[config.mk]
export PLATFORM = sky130hd
export DESIGN_NAME = lutmul_const
export DESIGN_NICKNAME = d
export VERILOG_FILES = /design/src/rtl/lutmul_pkg.sv /design/src/rtl/lutmul_bit_table.sv /design/src/rtl/lutmul_filler.sv /design/src/rtl/lutmul_const.sv
export SDC_FILE = /design/constraint.sdc
export NUM_CORES = 1
export LEC_CHECK = 0
export ABC_CLOCK_PERIOD_IN_PS = 3700
export CORE_AREA = 2 2 66 68
export CTS_BUF_LIST = sky130_fd_sc_hd__clkbuf_4
export CTS_CLUSTER_DIAMETER = 200
export DETAILED_ROUTE_END_ITERATION = 16
export DIE_AREA = 0 0 68 70
export DONT_BUFFER_PORTS = 1
export RECOVER_POWER = 100
export SETUP_SLACK_MARGIN = 0.3
export SLEW_MARGIN = 40
export SYNTH_ARGS = -nofsm -noshare
export SYNTH_HDL_FRONTEND = slang
export SYNTH_SLANG_ARGS = --single-unit
[constraint.sdc]
create_clock -name clk -period 3.7 [get_ports clk]
set_input_delay 1.11 -clock clk [delete_from_list [all_inputs] [get_ports clk]]
set_output_delay 1.11 -clock clk [all_outputs]
set_load 0.005 [all_outputs]
[src/rtl/lutmul_pkg.sv]
// Shared types for the reloadable table multiplier.
// Assumes nothing beyond a two-state fill sequencer.
package lutmul_pkg;
    typedef enum logic {
        FILL_IDLE = 1'b0,
        FILL_RUN  = 1'b1
    } fill_state_t;
endpackage

[src/rtl/lutmul_bit_table.sv]
// One 1-bit writable lookup table with DEPTH entries.
// It is read combinationally and written synchronously.
// Assumes the writer never writes and resets in the same cycle.
module lutmul_bit_table #(
    parameter int DEPTH = 4,
    localparam int AW = $clog2(DEPTH)
) (
    input  logic          clk,
    input  logic          rst_n,
    input  logic          we,
    input  logic [AW-1:0] waddr,
    input  logic          wdata,
    input  logic [AW-1:0] raddr,
    output logic          rdata
);
    logic [DEPTH-1:0] mem;

    // Hold the table contents: clear on reset, update one entry per write.
    always_ff @(posedge clk) begin
        if (!rst_n) begin
            mem <= '0;
        end else if (we) begin
            mem[waddr] <= wdata;
        end
    end

    // Lookup path: the entry selected by the operand.
    always_comb begin
        rdata = mem[raddr];
    end

    // A written entry holds the written value on the following cycle.
    assert_write_lands_R9: assert property (@(posedge clk) disable iff (!rst_n)
        we |=> (mem[$past(waddr)] == $past(wdata)));
endmodule

[src/rtl/lutmul_filler.sv]
// Fill sequencer. It captures a constant on an accepted request.
// It then steps the table address from 0 up to DEPTH-1, one per clock,
// and drives the truncated product word for that address.
// Assumes PRW <= KW + OPW.
module lutmul_filler
    import lutmul_pkg::*;
#(
    parameter int OPW = 2,
    parameter int KW  = 4,
    parameter int PRW = 4,
    localparam int DEPTH = 1 << OPW,
    localparam int FW    = KW + OPW
) (
    input  logic           clk,
    input  logic           rst_n,
    input  logic           load_i,
    input  logic [KW-1:0]  kval_i,
    output logic           busy_o,
    output logic           we_o,
    output logic [OPW-1:0] waddr_o,
    output logic [PRW-1:0] wword_o
);
    localparam logic [OPW-1:0] LAST = OPW'(DEPTH - 1);

    fill_state_t    state;
    logic [OPW-1:0] cnt;
    logic [KW-1:0]  k_q;
    logic [FW-1:0]  full;

    // Sequencer: accept a request when idle, then step through every address.
    always_ff @(posedge clk) begin
        if (!rst_n) begin
            state <= FILL_IDLE;
            cnt   <= '0;
            k_q   <= '0;
        end else begin
            case (state)
                FILL_IDLE: begin
                    if (load_i) begin
                        state <= FILL_RUN;
                        cnt   <= '0;
                        k_q   <= kval_i;
                    end
                end
                FILL_RUN: begin
                    if (cnt == LAST) begin
                        state <= FILL_IDLE;
                    end else begin
                        cnt <= cnt + 1'b1;
                    end
                end
                default: state <= FILL_IDLE;
            endcase
        end
    end

    // Product word for the current address, truncated to the table width.
    always_comb begin
        full    = FW'(k_q) * FW'(cnt);
        wword_o = full[PRW-1:0];
        we_o    = (state == FILL_RUN);
        waddr_o = cnt;
        busy_o  = (state == FILL_RUN);
    end

    // A refill starts only after a request seen while idle.
    assert_start_on_request_R3: assert property (@(posedge clk) disable iff (!rst_n)
        $rose(busy_o) |-> $past(load_i));

    // The captured constant stays fixed for the whole refill.
    assert_const_held_R6: assert property (@(posedge clk) disable iff (!rst_n)
        (busy_o && $past(busy_o)) |-> $stable(k_q));
endmodule

[src/rtl/lutmul_const.sv]
// Constant multiplier built from PRW writable 1-bit tables addressed by the
// operand, with a fill sequencer that reloads them when a new constant is
// requested. The product is registered.
// Assumes the operand is held steady by the user while a result is wanted.
module lutmul_const #(
    parameter int OPW = 2,
    parameter int KW  = 4,
    parameter int PRW = 4
) (
    input  logic           clk,
    input  logic           rst_n,
    input  logic [OPW-1:0] opnd_i,
    output logic [PRW-1:0] prod_o,
    output logic           prod_valid_o,
    input  logic           load_i,
    input  logic [KW-1:0]  kval_i,
    output logic           ready_o,
    output logic           busy_o
);
    localparam int DEPTH = 1 << OPW;
    localparam int RUNW  = $clog2(DEPTH + 1) + 1;

    logic           busy;
    logic           accept;
    logic           we;
    logic [OPW-1:0] waddr;
    logic [PRW-1:0] wword;
    logic [PRW-1:0] lookup;
    logic [PRW-1:0] prod_q;
    logic           valid_q;
    logic [RUNW-1:0] run_len;

    // A request counts only while the block is ready.
    always_comb begin
        accept = load_i && !busy;
    end

    lutmul_filler #(
        .OPW (OPW),
        .KW  (KW),
        .PRW (PRW)
    ) u_filler (
        .clk     (clk),
        .rst_n   (rst_n),
        .load_i  (accept),
        .kval_i  (kval_i),
        .busy_o  (busy),
        .we_o    (we),
        .waddr_o (waddr),
        .wword_o (wword)
    );

    // One table per product bit, all written in parallel.
    for (genvar b = 0; b < PRW; b++) begin : g_bit
        lutmul_bit_table #(
            .DEPTH (DEPTH)
        ) u_tab (
            .clk   (clk),
            .rst_n (rst_n),
            .we    (we),
            .waddr (waddr),
            .wdata (wword[b]),
            .raddr (opnd_i),
            .rdata (lookup[b])
        );
    end

    // Output register: capture the lookup; invalid across acceptance and refill.
    always_ff @(posedge clk) begin
        if (!rst_n) begin
            prod_q  <= '0;
            valid_q <= 1'b0;
        end else begin
            prod_q  <= lookup;
            valid_q <= !busy && !accept;
        end
    end

    // Length of the current busy run, kept for the refill-length check.
    always_ff @(posedge clk) begin
        if (!rst_n) begin
            run_len <= '0;
        end else if (busy_o) begin
            run_len <= run_len + 1'b1;
        end else begin
            run_len <= '0;
        end
    end

    // Drive the handshake and result ports.
    always_comb begin
        busy_o       = busy;
        ready_o      = !busy;
        prod_o       = prod_q;
        prod_valid_o = valid_q;
    end

    // A refill lasts exactly DEPTH cycles.
    assert_fill_len_R4: assert property (@(posedge clk) disable iff (!rst_n)
        $fell(busy_o) |-> (run_len == RUNW'(DEPTH)));

    // A busy run never exceeds DEPTH cycles.
    assert_fill_bound_R4: assert property (@(posedge clk) disable iff (!rst_n)
        run_len <= RUNW'(DEPTH));

    // Valid is never shown during a refill.
    assert_valid_not_busy_R5: assert property (@(posedge clk) disable iff (!rst_n)
        prod_valid_o |-> !busy_o);

    // The cycle right after a refill still reports the result as invalid.
    assert_valid_after_fill_R5: assert property (@(posedge clk) disable iff (!rst_n)
        $fell(busy_o) |-> !prod_valid_o);
endmodule

==> impl_results.md, run 1 <==
- Hold-fix buffers at CTS: 0
- Outcome: complete, no violations
- Initial antenna violation count: 0
- Slew of the pin with the lowest slew margin: 0.485 ns
- Setup_tns: 0 ns
- Clock Tree Buf Depth: 2
- Post-Route WL: ~2600 um
- Post-DP Area: 1370 sq um
- GPL Wtd Cong: roughly 0.77
- DRT antenna net count: 0
- Reg2reg path depth: 6
- Critical path's slowest cell: dfxtp_1
- Initial core utilization: roughly a third
- Routed WL per cell: 13.8 um
- Max-cap violations: 0
- Fin area: 1420 sq um
- Final Power: 0.547 mW
- Stages on the worst setup path: 1
- All-Layer GR Usage: 12.3%
- Startpoint types: flop
- CP Class: flop to output pin
- Via Count: 949
- Rows: 24
- Via density: 5.07
- Die Y-Extent: about 70 um
- Vias in the first global route: between 900 and 1000
- Synth unique cells: 26
- Fill cell total of the finished layout: 417
- Synth Flop Type: dfxtp_1
- Max-slew violation count: 0
- Hold depth: 2
- Power per cell area: ~380 nW/um^2
- Antenna Cells: 0
- Ys async rst share: 0%
- I/O pin count: 16
- Nature of the critical path endpoint: output pin
- TritonCTS clock tree: done
- DP HPWL: 1890 um
- H-tree levels: 1
- Share of cells above drive strength 1: under 10%
- Crit path time final: 2.16 ns
- Sequential share of the synthesized area: 41.4%
- Period utilization: 58.3%
- CP Cell Sequence: inv_1
- Peak supply drop: between 0.2 and 0.25 mV
- Post-CTS setup repair buffer count: 0
- CP max FO: 13
- Setup Viol. Count Final: 0
- Hold/Removal Path Class: flop to flop
- Mapped Nets: 155
- Relative slew slack: 67.6%
- Die ar.: about 4800 sq um
- Clock net sink count: 28
- Crit path max-delay family: flip-flops
- RSZ-0062 raised after global routing: no
- Final hold violations: 0
- Largest net degree at the start of global routing: 37
- Global-route wire length before repair: roughly 4500 um
- WP data required: 2.59 ns
- First-pass DRT Iterations: 4
- WP buf/inv: 1
- Root buf cell: clkbuf_4
- Fmax achieved: 0.463 GHz
- PortBufs: 0
- Worst skew pair latency: 0.34 ns
- NumNets Final: 151
- Resized Gates After CTS: 0
- Leakage: 0.499 nW
- Post-Syn Instances: 140
- FF-to-FF setup slack: 1.75 ns
- Most frequent cells in the layout: dfxtp_1, nand2_1, a21boi_0, nand3_1, and2_1
- Ys Warns: 0
- Iter 0 DRT Violations: 41
- Syn Area/Cell: 9.67 sq um
- Post-route DRC: 0
- Total gr overflow: 0
- Clock skew: 0.00863 ns
- Die W: 68 um
- Yosys reg bits: 28
- Synthesized area: 1350 sq um
- Post-synth EDFFs: 0
- Commonest non-fill, non-tap cell in the layout: dfxtp_1
- Reg clk slew, reported paths: 0.16 ns
- Total clock buffers created by CTS: 3
- Worst Path Arrival: ~1.1 ns
- Core area: 4140 sq um
- Slowest Stage Delay on Critical Path: 0.59 ns
- Area delta synth->final: 4.99%
registers in the layout, summed over array words and instances, names as in the netlist:
register,flops
u_filler.busy_o,1
prod_valid_o,1
g_bit.u_tab.mem,16
prod_o,4
u_filler.waddr_o,2
u_filler.k_q,4
cells in the mapped netlist (2+ instances only):
master / instances / area (sq um)
nand2_1: 25 / 93.8
a21boi_0: 13 / 97.6
o2111ai_1: 4 / 35.0
clkbuf_2: 2 / 10.0
mux4_1: 4 / 105
ha_1: 5 / 62.6
o21ai_0: 2 / 10.0
nor2b_1: 5 / 31.3
dfxtp_1: 28 / 561
o311ai_1: 4 / 35.0
and2_1: 11 / 68.8
buf_2: 3 / 15.0
mux2i_1: 4 / 40.0
nand3_1: 12 / 60.1
inv_1: 3 / 11.3
clkbuf_1: 3 / 11.3
and2_2: 3 / 22.5
cell families (layout without fill, tap and decap cells):
| family | count (synthesis) | count (layout) | share of synthesized area [%] |
|---|---|---|---|
| AOI/OAI and AO/OA | 25 | 25 | 14.5 |
| adders and majority gates | 6 | 6 | 6.10 |
| buffers and inverters | 12 | 7 | 4.34 |
| DFF | 28 | 28 | 41.4 |
| muxes | 8 | 8 | 10.7 |
| and+or+nand+nor | 61 | 61 | 22.9 |
through the flow:
step	hold WS (ns)	utilization, %	cells	worst slack [ns]
3_5_place_dp	0.457	33.1	183	1.79
3_3_place_gp	0.447	33.1	183	1.80
4_1_cts	0.477	34.4	187	1.54
2_1_floorplan	0.439	-	140	1.82
5_1_grt	0.491	34.3	187	1.43
6_report	0.470	34.3	187	1.54
per-layer routing:
metal / wire (um) / vias to the layer above / GRT usage [%]
met5: 0 / - / 0
met4: 19 / 0 / 2.89
met3: 163 / 2 / 4.19
met2: 1190 / 25 / 18.8
met1: 1200 / 441 / 16.6
li1: - / 481 / -
worst min-delay path, cell delays in order (launching register included):
cell and delay [ns]:
dfxtp_1 0.34, nand2_1 0.04, a21boi_0 0.06
path summary, 6_finish.rpt:
kind | from | to
worst max-delay path | u_filler.busy_o$_SDFF_PN0_ | ready_o
worst min-delay path | g_bit[0].u_tab.mem[2]$_SDFFE_PN0P_ | g_bit[0].u_tab.mem[2]$_SDFFE_PN0P_
worst max register to register | u_filler.waddr_o[0]$_SDFFE_PN0P_ | g_bit[3].u_tab.mem[1]$_SDFFE_PN0P_
worst min register to register | g_bit[0].u_tab.mem[2]$_SDFFE_PN0P_ | g_bit[0].u_tab.mem[2]$_SDFFE_PN0P_
layout make-up:
class,count,area (sq um),share of cell area (%)
multi-input cells,100,732,51.5
flip-flops and latches,28,561,39.4
well taps,52,65.1,4.58
clock inverters,1,30.0,2.11
clock buffers,3,22.5,1.58
inverters,3,11.3,0.792
power by group:
| group | leakage [nW] | switching [mW] | total [mW] | internal [mW] |
|---|---|---|---|---|
| clock network | 0.0279 | 0.0947 | 0.204 | 0.110 |
| registers | 0.227 | 0.00894 | 0.316 | 0.307 |
| logic | 0.244 | 0.0127 | 0.0260 | 0.0133 |
(Power assumes the default switching activity.)
==> run 2: changes to the inputs <==
ABC_CLOCK_PERIOD_IN_PS = 2200   (was 3700)
clock period = 2.2 ns   (was 3.7 ns; I/O delays follow)
==> run 2 against run 1 <==
Global-route usage is 0.34 points lower. Wire length is 4.2% higher. Sequential power is 67% higher. Die area stayed put. Combinational power is 86% higher. Sequential share of layout area hardly changed. Largest power group unchanged. First-iteration DRC count is 12% higher. Utilization is 0.30 points higher. Final cell count is 1.1% higher. Count of clock-buffer cells in the layout stayed put.
==> impl_results.md, run 2 (same netlist as run 1, synthesis figures left out) <==
- Outcome: complete, no violations (unchanged)
- Final hold violations: 0 (unchanged)
- Total clock buffers created by CTS: 3 (unchanged)
- Max-slew violation count: 0 (unchanged)
- Post-route setup slack: 0.332 ns (was 1.54 ns)
- Fill cell total of the finished layout: 431 (was 417)
- Fmax achieved: 0.535 GHz
- Worst path most repeated cell: clkbuf_1
- Initial antenna violation count: 0 (unchanged)
- CP Cell Sequence: clkbuf_1 -> clkbuf_1 -> inv_1 -> ha_1 -> and2_0 -> o2111ai_1 -> o311ai_0 (was inv_1)
- Post-Route WL: 2680 um (was 2580 um)
- Setup Viol. Count Final: 0 (unchanged)
- Vias in the first global route: 906 (was 936)
- Area delta synth->final: 5.92% (was 4.99%)
- Worst skew pair latency: 0.34 ns (about the same)
- Rows: 24 (unchanged)
- Iter 0 DRT Violations: 46 (was 41)
- NumNets Final: 153 (was 151)
- Via density: 5.15 (was 5.07)
- Worst slack at placement: 0.296 ns (was 1.79 ns)
- RSZ-0062 raised after global routing: yes (was no)
- Critical path origin: u_filler.waddr_o[0]$_SDFFE_PN0P_ (was u_filler.busy_o$_SDFF_PN0_)
- Slew of the pin with the lowest slew margin: 0.489 ns (was 0.485 ns)
- Largest Register: g_bit.u_tab.mem (unchanged)
- Post-DP Area: 1370 sq um (unchanged)
- Fin area: 1430 sq um (was 1420 sq um)
- Peak supply drop: 0.329 mV (was 0.245 mV)
- Reg2reg path depth: 7 (was 6)
- R2R Path Start: u_filler.waddr_o[0]$_SDFFE_PN0P_ (unchanged)
- Max reg flops: 16 (unchanged)
- Nature of the critical path endpoint: flop (was output pin)
- CP Class: flop to flop (was flop to output pin)
- Relative slew slack: 67.4% (was 67.6%)
- Power per cell area: 643 nW/um^2 (was 385 nW/um^2)
- Core area: 4140 sq um (unchanged)
- Initial core utilization: 32.7% (unchanged)
- Placed Cells: 183 (unchanged)
- Routed WL per cell: 14.2 um (was 13.8 um)
- DRT antenna net count: 0 (unchanged)
- Slowest Stage Delay on Critical Path: 0.41 ns (was 0.59 ns)
- TritonCTS clock tree: done (unchanged)
- First-pass DRT Iterations: 6 (was 4)
- Reg clk slew, reported paths: 0.15 ns (was 0.16 ns)
- Startpoint types: flop (unchanged)
- Hold path start: rst_n (was g_bit[0].u_tab.mem[2]$_SDFFE_PN0P_)
- Worst hold slack: 0.434 ns (was 0.470 ns)
- Reg2reg end: g_bit[3].u_tab.mem[0]$_SDFFE_PN0P_ (was g_bit[3].u_tab.mem[1]$_SDFFE_PN0P_)
- Setup_tns: 0 ns (unchanged)
- Critical path's slowest cell: dfxtp_1 (unchanged)
- Clock skew: 0.00212 ns (was 0.00863 ns)
- Final core utilization: 34.6% (was 34.3%)
- Die Y-Extent: 70 um (unchanged)
- Die W: 68 um (unchanged)
- Root buf cell: clkbuf_4 (unchanged)
- Final Non-Filler Cells: 189 (was 187)
- Commonest non-fill, non-tap cell in the layout: dfxtp_1 (unchanged)
- Clock Tree Buf Depth: 2 (unchanged)
- Leakage: 0.501 nW (was 0.499 nW)
- Final Power: 0.921 mW (was 0.547 mW)
- Share of cells above drive strength 1: 5.84% (was 4.44%)
- PortBufs: 0 (unchanged)
- Max-cap violations: 0 (unchanged)
- Post-route DRC: 0 (unchanged)
- Total gr overflow: 0 (unchanged)
- Global-route wire length before repair: 4410 um (was 4510 um)
- Most frequent cells in the layout: dfxtp_1, nand2_1, a21boi_0, nand3_1, and2_1 (unchanged)
- FF-to-FF setup slack: 0.33 ns (was 1.75 ns)
- All-Layer GR Usage: 12.0% (was 12.3%)
- Antenna Cells: 0 (unchanged)
- Hold/Removal Path Class: input port to flop (was flop to flop)
- CP max FO: 6 (was 13)
- Crit path time final: 1.87 ns
- Worst setup path endpoint: g_bit[3].u_tab.mem[0]$_SDFFE_PN0P_ (was ready_o)
- GPL Wtd Cong: 0.761 (was 0.766)
- Clock net sink count: 28 (unchanged)
- Largest net degree at the start of global routing: 37 (unchanged)
- WP data required: 2.42 ns (was 2.59 ns)
- Worst Path Arrival: 2.09 ns (was 1.05 ns)
- Die ar.: 4760 sq um (unchanged)
- I/O pin count: 16 (unchanged)
- Via Count: 974 (was 949)
- Period utilization: a little over four fifths
- DP HPWL: 1920 um (was 1890 um)
- H-tree levels: 1 (unchanged)
- Hold-fix buffers at CTS: 0 (unchanged)
## run 2: cell types whose count changed in the layout (fill, tap and decap cells not counted), sizes merged
cell	before	now
clkbuf	3	5
## run 2: where the power goes
part	switching [mW]	leakage, nW	internal, mW
sequential	0.0121	0.228	0.516
combinational	0.0255	0.245	0.0228
clock	0.160	0.0279	0.184
total	0.198	0.501	0.724
## run 2: worst min-delay path by stage
| stage | to | cells past startpoint |
|---|---|---|
| floorplan | g_bit[0].u_tab.mem[1]$_SDFFE_PN0P_ | 2 |
| global placement | g_bit[2].u_tab.mem[2]$_SDFFE_PN0P_ | 2 |
| detailed placement | g_bit[2].u_tab.mem[3]$_SDFFE_PN0P_ | 2 |
| CTS | prod_valid_o$_SDFF_PN0_ | 1 |
| global route | prod_valid_o$_SDFF_PN0_ | 1 |
| finish | prod_valid_o$_SDFF_PN0_ | 1 |
## run 2: worst max-delay path: cells and delay by family, from the launching register on
family / cells / cell delay, ns
and+or+nand+nor: 1 / 0.26
DFF: 1 / 0.41
adders and majority gates: 1 / 0.22
AOI/OAI and AO/OA: 2 / 0.32
buffers and inverters: 3 / 0.55
## run 2: what timing repair did
action	in CTS	in global routing
buffers inserted	0	2
setup endpoints to repair	4	4
gates resized for setup	2	4
## run 2: routing by layer
layer / track usage [%] / part of all wire, %
met1: 15.8 / 46
met2: 19.2 / 47
met3: 3.86 / 6.3
met4: 2.00 / 0.48
met5: 0 / 0
## run 2: layout make-up
class                           instances  area [sq um]  area share (%)
Tap cell                               52          65.1            4.54
Clock inverter                          1          30.0            2.09
Timing Repair Buffer                    2          7.51           0.524
Multi-Input combinational cell        100           732            51.0
Clock buffer                            3          22.5            1.57
Inverter                                3          11.3           0.785
Sequential cell                        28           566            39.4
